## src/rtl/adctrg_pkg.sv

```systemverilog
// Shared types for the buffered ADC trigger generator.
// Assumes: transfer-select is a 2-bit field with the four codes below.
package adctrg_pkg;
    typedef enum logic [1:0] {
        XF_DIRECT = 2'b00,
        XF_CREST  = 2'b01,
        XF_TROUGH = 2'b10,
        XF_BOTH   = 2'b11
    } xfer_sel_e;
endpackage

```

## src/rtl/adctrg_xfer_ctl.sv

```systemverilog
// Decodes the transfer-select field and event strobes into a load request
// shared by every channel, plus a flag for direct (unbuffered) writes.
// Assumes: crest and trough strobes are single-cycle and never coincide.
module adctrg_xfer_ctl
    import adctrg_pkg::*;
(
    input  logic [1:0] xfer_sel,
    input  logic       crest_evt,
    input  logic       trough_evt,
    output logic       direct_wr,
    output logic       load_req
);
    xfer_sel_e sel;

    // Decode the select code into direct-write and load-request controls.
    always_comb begin
        sel       = xfer_sel_e'(xfer_sel);
        direct_wr = 1'b0;
        load_req  = 1'b0;
        unique case (sel)
            XF_DIRECT: direct_wr = 1'b1;
            XF_CREST:  load_req  = crest_evt;
            XF_TROUGH: load_req  = trough_evt;
            XF_BOTH:   load_req  = crest_evt | trough_evt;
            default:   load_req  = 1'b0;
        endcase
    end
endmodule

```

## src/rtl/adctrg_window.sv

```systemverilog
// Computes the direction-qualified compare windows shared by all channels.
// Rising window: counter in [0, limit-1]; falling window: counter in [1, limit].
// Assumes: cnt_down reflects the slope of the counter in the same cycle.
module adctrg_window #(
    parameter int CNT_W = 16
) (
    input  logic [CNT_W-1:0] cnt_val,
    input  logic             cnt_down,
    input  logic [CNT_W-1:0] limit_val,
    input  logic             comp_pwm_en,
    output logic             in_up_win,
    output logic             in_dn_win
);
    localparam logic [CNT_W-1:0] ZERO = '0;

    // Qualify each slope window with mode and direction.
    always_comb begin
        in_up_win = comp_pwm_en && !cnt_down && (cnt_val < limit_val);
        in_dn_win = comp_pwm_en &&  cnt_down && (cnt_val != ZERO)
                    && (cnt_val <= limit_val);
    end
endmodule

```

## src/rtl/adctrg_chan.sv

```systemverilog
// One compare channel: buffer register, active register, window-gated
// equality match and a rising-edge trigger pulse registered one cycle later.
// Assumes: load_req and direct_wr come from adctrg_xfer_ctl and are exclusive.
module adctrg_chan #(
    parameter int CNT_W = 16
) (
    input  logic             clk,
    input  logic             rst_n,
    input  logic [CNT_W-1:0] cnt_val,
    input  logic             in_up_win,
    input  logic             in_dn_win,
    input  logic             up_en,
    input  logic             dn_en,
    input  logic             direct_wr,
    input  logic             load_req,
    input  logic             buf_wr,
    input  logic [CNT_W-1:0] buf_wdata,
    output logic [CNT_W-1:0] buf_q,
    output logic [CNT_W-1:0] act_q,
    output logic             trig
);
    logic match;
    logic match_q;

    // Match only when the counter hits the active value inside an enabled window.
    always_comb begin
        match = (cnt_val == act_q) && ((up_en && in_up_win) || (dn_en && in_dn_win));
    end

    // Buffer write path.
    always_ff @(posedge clk) begin
        if (!rst_n) begin
            buf_q <= '0;
        end else if (buf_wr) begin
            buf_q <= buf_wdata;
        end
    end

    // Active register: direct write or buffered copy on the selected event.
    always_ff @(posedge clk) begin
        if (!rst_n) begin
            act_q <= '0;
        end else if (direct_wr && buf_wr) begin
            act_q <= buf_wdata;
        end else if (load_req) begin
            act_q <= buf_q;
        end
    end

    // Register the match and emit one pulse per match episode.
    always_ff @(posedge clk) begin
        if (!rst_n) begin
            match_q <= 1'b0;
            trig    <= 1'b0;
        end else begin
            match_q <= match;
            trig    <= match && !match_q;
        end
    end
endmodule

```

## src/rtl/adctrg_top.sv

```systemverilog
// Buffered ADC trigger generator top: shared window and transfer decode,
// one compare channel per trigger output.
// Assumes: external counter drives cnt_val/cnt_down and the event strobes.
module adctrg_top #(
    parameter int CNT_W = 16,
    parameter int NCH   = 2
) (
    input  logic             clk,
    input  logic             rst_n,
    input  logic [CNT_W-1:0] cnt_val,
    input  logic             cnt_down,
    input  logic [CNT_W-1:0] limit_val,
    input  logic             crest_evt,
    input  logic             trough_evt,
    input  logic             comp_pwm_en,
    input  logic [NCH-1:0]   up_en,
    input  logic [NCH-1:0]   dn_en,
    input  logic [1:0]       xfer_sel,
    input  logic [NCH-1:0]   buf_wr,
    input  logic [CNT_W-1:0] buf_wdata,
    output logic [NCH-1:0]   trig
);
    localparam int FLAT_W = NCH * CNT_W;

    logic              in_up_win;
    logic              in_dn_win;
    logic              direct_wr;
    logic              load_req;
    logic [FLAT_W-1:0] act_flat;
    logic [FLAT_W-1:0] buf_flat;

    adctrg_window #(.CNT_W(CNT_W)) u_win (
        .cnt_val     (cnt_val),
        .cnt_down    (cnt_down),
        .limit_val   (limit_val),
        .comp_pwm_en (comp_pwm_en),
        .in_up_win   (in_up_win),
        .in_dn_win   (in_dn_win)
    );

    adctrg_xfer_ctl u_xfer (
        .xfer_sel   (xfer_sel),
        .crest_evt  (crest_evt),
        .trough_evt (trough_evt),
        .direct_wr  (direct_wr),
        .load_req   (load_req)
    );

    for (genvar g = 0; g < NCH; g++) begin : g_chan
        adctrg_chan #(.CNT_W(CNT_W)) u_chan (
            .clk       (clk),
            .rst_n     (rst_n),
            .cnt_val   (cnt_val),
            .in_up_win (in_up_win),
            .in_dn_win (in_dn_win),
            .up_en     (up_en[g]),
            .dn_en     (dn_en[g]),
            .direct_wr (direct_wr),
            .load_req  (load_req),
            .buf_wr    (buf_wr[g]),
            .buf_wdata (buf_wdata),
            .buf_q     (buf_flat[g*CNT_W +: CNT_W]),
            .act_q     (act_flat[g*CNT_W +: CNT_W]),
            .trig      (trig[g])
        );
    end
endmodule

```

## config.mk

```make
export PLATFORM = sky130hd
export DESIGN_NAME = adctrg_top
export DESIGN_NICKNAME = d
export VERILOG_FILES = /design/src/rtl/adctrg_pkg.sv /design/src/rtl/adctrg_xfer_ctl.sv /design/src/rtl/adctrg_window.sv /design/src/rtl/adctrg_chan.sv /design/src/rtl/adctrg_top.sv
export SDC_FILE = /design/constraint.sdc
export NUM_CORES = 1
export LEC_CHECK = 0
export ABC_CLOCK_PERIOD_IN_PS = 4600
export BUFFER_PORTS_ARGS = -buffer_cell sky130_fd_sc_hd__buf_2
export CORE_AREA = 2 2 123 125
export CTS_BUF_LIST = sky130_fd_sc_hd__clkbuf_4
export DETAILED_ROUTE_END_ITERATION = 8
export DIE_AREA = 0 0 125 127
export PLACE_DENSITY = 0.41
export SETUP_SLACK_MARGIN = 0.05
export SYNTH_ARGS = -nofsm -noshare
export SYNTH_HDL_FRONTEND = slang
export SYNTH_SLANG_ARGS = --single-unit
```

## constraint.sdc

```tcl
create_clock -name clk -period 4.6 [get_ports clk]
set_input_delay 0.92 -clock clk [delete_from_list [all_inputs] [get_ports clk]]
set_output_delay 0.92 -clock clk [all_outputs]
set_load 0.01 [all_outputs]
```

==> impl_metrics.json, run 1 <==
{
  "post-cts-setup-buffers": 0,
  "leakagePower_nw": 1.85,
  "coreArea_um2": 14400,
  "synth.net_count": 469,
  "cts_max_path_bufs": 2,
  "path_cells": "buf_2 -> nand2_1 -> o211a_1",
  "critPathRequiredTime_ns": 4.90,
  "worst_setup_path_end_kind": "register",
  "max-slew-margin-rel_pct": 28.3,
  "synthDistinctLibCells": 33,
  "area.growth.synth_to_final_pct": 16.7,
  "crit_slowest_cell": "sky130_fd_sc_hd__nand2_1",
  "clkSinkCount": 68,
  "grt-ovfl-total": 0,
  "clk-insertion-delay-late_ns": 0.42,
  "syn_avg_cell_area_um2": 9.20,
  "cts_inserted_buffers": 9,
  "timing.final.setup_violations": 0,
  "worst_ir_drop_vdd_uv": 140,
  "die-width_um": 125,
  "first_pass_grt_wire_length_mm": 15.6,
  "routability_cong": 0.748,
  "place.port_buffers": 63,
  "detail_route.drc_violations": 0,
  "critical_setup_path_class": "in2reg",
  "final-hold-violation-count": 0,
  "routed_wirelength_mm": 9.67,
  "antenna_violations_before_repair": 1,
  "largest_net_degree_at_the_start_of_global_routing": 67,
  "die-height_um": 127,
  "fin_worst_skew_ns": 0.0124,
  "startpoint_type": "primary input",
  "route.antenna.remaining_nets": 0,
  "total_power_mw": 1.31,
  "cts.repair.resized": 0,
  "achievable-frequency_mhz": 426,
  "number_of_max_slew_violations_in_the_final_report": 0,
  "timing.critical_path.fanout_max": 32,
  "synthCells": 391,
  "post-route-util_pct": 29.1,
  "power-per-cell-area_nw_per_um2": 312,
  "cts-root-buf": "sky130_fd_sc_hd__clkbuf_4",
  "drt_pre_antenna_iters": 4,
  "crit_family": "simple AND/OR/NAND/NOR gates",
  "seq_area_frac_synth_pct": 37.9,
  "number_of_global_route_vias_before_repair": 2859,
  "drv_cap": 0,
  "slowest_delay_ns": 0.78,
  "outcome": "finished clean",
  "floorplan.rows": 44,
  "post-route-min-period_ns": 2.35,
  "setup_total_negative_slack_ns": 0,
  "postSynthRegisterBits": 68,
  "routed_via_density": 4.59,
  "cp_num_buf_inv": 1,
  "initial_utilization_pct": 24.9,
  "clkTransAtPathRegs_ns": 0.11,
  "htree_levels": 3,
  "fraction_of_final_layout_cells_sized_beyond_drive_strength_1_pct": 19.2,
  "worstMarginPinSlew_ns": 1.07,
  "hold_class": "reg2reg",
  "grt_util_all_layers_pct": 12.5,
  "num_io_pins": 64,
  "cts_tree": "done",
  "critical_path_at_ns": 2.65,
  "initialDrtViolationCount": 88,
  "fill_cells": 1596,
  "synth_warnings": 0,
  "dr_total_vias": 2904,
  "holdBufCountCts": 0,
  "hpwlAfterDp_mm": 7.00,
  "grt_setup_unrepaired": "no",
  "detail_route.wl_per_cell_um": 15.3,
  "syn-cell-area_um2": 3600,
  "layout_worst_path_cycle_share_pct": 51.0,
  "nNetsFinal": 521,
  "fp.dieArea_um2": 15900
}
## metal layers
layer	global-route usage (%)	part of all wire, %
met5	0	0
met4	5.29	1.8
met3	2.39	5.3
met2	18.4	41
met1	17.8	51
## stage by stage
step | hold WS (ns) | setup WS, ns | area, um^2 | std cells
floorplan | 0.375 | 2.37 | 3600 | 391
global placement | 0.382 | 1.81 | 4040 | 616
detailed placement | 0.391 | 1.77 | 4040 | 616
CTS | 0.406 | 2.25 | 4190 | 632
global route | 0.421 | 2.10 | 4200 | 633
finish | 0.404 | 2.25 | 4200 | 633
## cell type report
class	instances	area (um^2)	area share (%)
Antenna cell	1	2.50	0.0596
Clock buffer	10	75.1	1.79
Clock inverter	6	78.8	1.88
Inverter	17	63.8	1.52
Multi-Input combinational cell	283	2060	49.1
Sequential cell	68	1360	32.4
Tap cell	184	230	5.49
Timing Repair Buffer	64	323	7.69
## cell usage after synthesis, drive strengths merged
cell      n  area share [%]
dfxtp    68              38
a22oi    18             3.9
a32o      1            0.28
a21oi     9             1.3
buf      14             2.1
nand3    22             3.1
and3      1            0.17
nor2b    34             5.9
nor4      7             1.4
nand2    53             5.5
o211ai    1            0.21
mux2i    32             8.9
a2111oi   1            0.42
nor2      3            0.52
clkbuf    9            0.94
ha       16             5.6
o211a    16             4.5
a211oi    2            0.42
nand4    13             3.0
o21ai     2            0.28
a22o      1            0.24
a2111o    1            0.31
inv      17             1.8
and2      2            0.35
a21boi   16             3.3
xnor2    32             7.8
## sequential cells by signal (all words and copies together) (netlist names)
| register | cells |
|---|---|
| g_chan.u_chan.act_q | 32 |
| g_chan.u_chan.buf_q | 32 |
| g_chan.u_chan.match_q | 2 |
| g_chan.u_chan.trig | 2 |
## where the power goes
group / internal [mW] / switching [mW]
logic: 0.101 / 0.122
registers: 0.622 / 0.0201
clock network: 0.222 / 0.223
## logic make-up after synthesis
| group | count (synthesis) | share of synthesized area, % |
|---|---|---|
| flops | 68 | 37.9 |
| xor+xnor | 32 | 7.79 |
| simple gates | 135 | 20.0 |
| fa+ha+maj | 16 | 5.57 |
| compound gates | 68 | 15.1 |
| buf+inv | 40 | 4.80 |
| mux | 32 | 8.91 |
## path summary, 6_finish.rpt
path                               end  depth (start not counted)  slack (ns)                       from
min              g_chan[1].u_chan.trig                          1        0.40   g_chan[1].u_chan.match_q
min reg2reg      g_chan[1].u_chan.trig                          1        0.40   g_chan[1].u_chan.match_q
max reg2reg      g_chan[0].u_chan.trig                          5        2.83  g_chan[0].u_chan.act_q[2]
max          g_chan[1].u_chan.act_q[0]                          3        2.25                  buf_wr[1]
## cells in the final DEF (no fill, tap or decap), types with 16 or more instances in the layout
master / count
sky130_fd_sc_hd__mux2i_1: 32
sky130_fd_sc_hd__a22oi_1: 17
sky130_fd_sc_hd__ha_1: 16
sky130_fd_sc_hd__nor2b_1: 34
sky130_fd_sc_hd__nand2_1: 53
sky130_fd_sc_hd__dfxtp_1: 68
sky130_fd_sc_hd__nand3_1: 22
sky130_fd_sc_hd__o211a_1: 16
sky130_fd_sc_hd__buf_2: 63
sky130_fd_sc_hd__inv_1: 17
sky130_fd_sc_hd__a21boi_1: 16
sky130_fd_sc_hd__xnor2_1: 32
## worst register-to-register path: cells and delay by family, from the launching register on
family | cells | cell delay, ns
and+or+nand+nor | 3 | 0.78
xor gates and xnor gates | 1 | 0.23
DFF | 1 | 0.34
AOI/OAI and AO/OA | 1 | 0.33
Power figures use the tool's default switching activity.
==> run 2: changes to the inputs <==
--- a/config.mk
+++ b/config.mk
@@ -5,13 +5,14 @@
 export SDC_FILE = /design/constraint.sdc
 export NUM_CORES = 1
 export LEC_CHECK = 0
-export ABC_CLOCK_PERIOD_IN_PS = 4600
+export ABC_AREA = 1
+export ABC_CLOCK_PERIOD_IN_PS = 2300
 export BUFFER_PORTS_ARGS = -buffer_cell sky130_fd_sc_hd__buf_2
-export CORE_AREA = 2 2 123 125
+export CORE_AREA = 2 2 124 126
 export CTS_BUF_LIST = sky130_fd_sc_hd__clkbuf_4
 export DETAILED_ROUTE_END_ITERATION = 8
-export DIE_AREA = 0 0 125 127
-export PLACE_DENSITY = 0.41
+export DIE_AREA = 0 0 126 128
+export PLACE_DENSITY = 0.4
 export SETUP_SLACK_MARGIN = 0.05
 export SYNTH_ARGS = -nofsm -noshare
 export SYNTH_HDL_FRONTEND = slang
==> constraint.sdc (replaced) <==
create_clock -name clk -period 2.3 [get_ports clk]
set_input_delay 0.46 -clock clk [delete_from_list [all_inputs] [get_ports clk]]
set_output_delay 0.46 -clock clk [all_outputs]
set_load 0.01 [all_outputs]
==> impl_metrics.json, run 2 <==
{
  "dr_total_vias": 3467,
  "startpoint_type": "primary input",
  "detail_route.wl_per_cell_um": 14.7,
  "timing.critical_path.fanout_max": 4,
  "outcome": "finished clean",
  "routability_cong": 0.809,
  "routed_wirelength_mm": 11.2,
  "htree_levels": 3,
  "synth_top_flop_cell": "sky130_fd_sc_hd__dfxtp_1",
  "critPathRequiredTime_ns": 2.67,
  "syn_avg_cell_area_um2": 7.02,
  "initialDrtViolationCount": 167,
  "fin_worst_skew_ns": 0.0108,
  "cts_tree": "done",
  "layout_worst_path_cycle_share_pct": 65.3,
  "worst_ir_drop_vdd_uv": 264,
  "drt_pre_antenna_iters": 4,
  "hold_class": "in2reg",
  "clkTransAtPathRegs_ns": 0.12,
  "syn-cell-area_um2": 3610,
  "antenna_violations_before_repair": 1,
  "fp.dieArea_um2": 16100,
  "worst_setup_path_end_kind": "register",
  "crit_family": "simple AND/OR/NAND/NOR gates",
  "fraction_of_final_layout_cells_sized_beyond_drive_strength_1_pct": 17.2,
  "worstMarginPinSlew_ns": 0.618,
  "critical_setup_path_class": "in2reg",
  "seq_area_frac_synth_pct": 37.7,
  "coreArea_um2": 14900,
  "first_pass_grt_wire_length_mm": 18.4,
  "route.antenna.remaining_nets": 0,
  "timing.final.setup_violations": 0,
  "finish.instance_area_um2": 4220,
  "largest_net_degree_at_the_start_of_global_routing": 44,
  "r2r-end": "g_chan[0].u_chan.trig",
  "cts-root-buf": "sky130_fd_sc_hd__clkbuf_4",
  "power.clock.fraction_pct": 30.7,
  "nNetsFinal": 650,
  "final-hold-violation-count": 0,
  "achievable-frequency_mhz": 666,
  "grt-ovfl-total": 0,
  "cell_taking_the_most_area_after_synthesis": "sky130_fd_sc_hd__dfxtp_1",
  "initial_utilization_pct": 24.3,
  "detail_route.drc_violations": 0,
  "holdBufCountCts": 0,
  "clkSinkCount": 68,
  "pint_mw": 1.75,
  "layout_commonest_cell": "sky130_fd_sc_hd__nand2_1",
  "cts.repair.resized": 0,
  "drv_cap": 0,
  "clk-insertion-delay-late_ns": 0.42,
  "cp_num_buf_inv": 1,
  "mostFrequentLayoutCells": "sky130_fd_sc_hd__nand2_1 (125), sky130_fd_sc_hd__inv_1 (72), sky130_fd_sc_hd__dfxtp_1 (68)",
  "ys_top_cells_by_area": "sky130_fd_sc_hd__dfxtp_1 (38%), sky130_fd_sc_hd__nand2_1 (13%), sky130_fd_sc_hd__inv_1 (7.5%)",
  "combinationalPowerShare_pct": 17.8,
  "place.port_buffers": 63,
  "power.net_switching_mw": 0.765,
  "grt_setup_unrepaired": "no",
  "num_io_pins": 64,
  "floorplan.rows": 45,
  "power-per-cell-area_nw_per_um2": 596,
  "number_of_global_route_vias_before_repair": 3427,
  "reg2regPathDepth": 6,
  "cts_max_path_bufs": 2,
  "synth_top_cell_area_share_pct": 37.7,
  "timing.hold.worst_path_depth": 3,
  "p_sw_share_pct": 30.4,
  "synthDistinctLibCells": 34,
  "routed_via_density": 4.53,
  "synthCells": 514,
  "number_of_flops_mapped_to_enable_cells_by_yosys": 0,
  "slowest_delay_ns": 0.38,
  "critical_path_at_ns": 1.87,
  "number_of_max_slew_violations_in_the_final_report": 0,
  "leakagePower_nw": 2.01,
  "hpwlAfterDp_mm": 8.58,
  "regToRegSetupSlack_ns": 1.00,
  "synth_warnings": 0,
  "die-height_um": 128,
  "cts_inserted_buffers": 9,
  "hold_path.startpoint": "buf_wdata[14]",
  "setup_total_negative_slack_ns": 0,
  "max-slew-margin-rel_pct": 58.7,
  "reg2reg_from": "g_chan[0].u_chan.act_q[2]",
  "post-cts-setup-buffers": 0,
  "async_flop_share_pct": 0,
  "netlist_top_cells_count": "sky130_fd_sc_hd__nand2_1 (125), sky130_fd_sc_hd__inv_1 (72), sky130_fd_sc_hd__dfxtp_1 (68)",
  "fin_worst_hold_slack_ns": 0.301,
  "largest_registers": "g_chan.u_chan.act_q x32, g_chan.u_chan.buf_q x32",
  "crit_slowest_cell": "sky130_fd_sc_hd__nor3_1",
  "area.growth.synth_to_final_pct": 17.0,
  "power_frac_seq_pct": 51.5,
  "dpl_cell_area_um2": 4090,
  "leading_cell_type_by_number_of_instances_after_synthesis": "sky130_fd_sc_hd__nand2_1",
  "die-width_um": 126,
  "worst_min_delay_path_endpoint": "g_chan[0].u_chan.act_q[14]",
  "grt_util_all_layers_pct": 14.6,
  "path_cells": "buf_2 -> ha_1 -> nand2_1 -> nor3_1 -> nand3_1 -> nand2_1 -> nand3_1 -> nand2_1 -> nand2_1 -> nor2_1",
  "post-route-min-period_ns": 1.50,
  "path_common_cell": "sky130_fd_sc_hd__nand2_1",
  "postSynthRegisterBits": 68,
  "synth.net_count": 592
}
==> run 2: cell types whose count changed in the layout (fill, tap and decap cells not counted), sizes merged, moves of 32 or more <==
cell	change
inv	+60
nor2	+50
mux2i	-32
o21ai	+34
nor2b	-34
nand2	+72
xnor2	-32
==> run 2: worst max-delay path by stage <==
stage | depth (start not counted) | from | slack [ns] | endpoint
3_5_place_dp | 8 | buf_wr[1] | 0.31 | g_chan[1].u_chan.act_q[10]
6_report | 10 | cnt_val[15] | 0.80 | g_chan[1].u_chan.trig
2_1_floorplan | 11 | limit_val[15] | 0.75 | g_chan[0].u_chan.trig
4_1_cts | 8 | buf_wr[1] | 0.76 | g_chan[1].u_chan.act_q[10]
5_1_grt | 8 | buf_wr[1] | 0.63 | g_chan[1].u_chan.act_q[13]
3_3_place_gp | 8 | buf_wr[1] | 0.29 | g_chan[1].u_chan.act_q[10]
==> run 2: power by group through the flow <==
stage          sequential (mW)  clock [mW]  combinational, mW
6_report                  1.29       0.773              0.448
5_1_grt                   1.30       0.854              0.515
2_1_floorplan             1.30           0              0.291
3_3_place_gp              1.32           0              0.449
3_5_place_dp              1.32           0              0.454
4_1_cts                   1.30       0.802              0.456
==> run 2: logic make-up after synthesis <==
| kind of cell | count (synthesis) | share of synthesized area, % |
|---|---|---|
| and+or+nand+nor | 211 | 24.3 |
| AOI/OAI and AO/OA | 111 | 19.1 |
| buffers and inverters | 99 | 11.2 |
| DFF | 68 | 37.7 |
| adders and majority gates | 16 | 5.55 |
| xor gates and xnor gates | 9 | 2.18 |
==> run 2: metrics by stage <==
step	cells	setup WS [ns]	total power, mW	utilization (%)
floorplan	514	0.754	1.60	-
global placement	749	0.289	1.77	27.5
detailed placement	749	0.309	1.78	27.5
CTS	765	0.764	2.55	28.4
global route	766	0.632	2.67	28.4
finish	766	0.798	2.52	28.4
==> run 2: worst register-to-register path, stage by stage (launching register included) <==
cell	delay, ns
sky130_fd_sc_hd__dfxtp_1	0.36
sky130_fd_sc_hd__or2_2	0.31
sky130_fd_sc_hd__a221oi_1	0.26
sky130_fd_sc_hd__nand2_1	0.08
sky130_fd_sc_hd__nor2_1	0.09
sky130_fd_sc_hd__nand2_1	0.08
sky130_fd_sc_hd__nor2_1	0.08
==> run 2: routing by layer <==
layer | vias to the layer above | global-route usage, % | share of wire, %
met2 | 78 | 23.1 | 45
met5 | - | 0 | 0
met1 | 1579 | 19.8 | 49
li1 | 1796 | - | -
met3 | 14 | 2.21 | 4.1
met4 | 0 | 5.95 | 2.1
==> run 2: area by class of cell <==
| type | instances | area (um^2) |
|---|---|---|
| flip-flops and latches | 68 | 1360 |
| well taps | 188 | 235 |
| multi-input cells | 347 | 1840 |
| clock inverters | 6 | 55.1 |
| diodes | 1 | 2.50 |
| clock buffers | 10 | 75.1 |
| inverters | 77 | 289 |
| repair buffers | 69 | 360 |
| fillers | 1667 | 10600 |
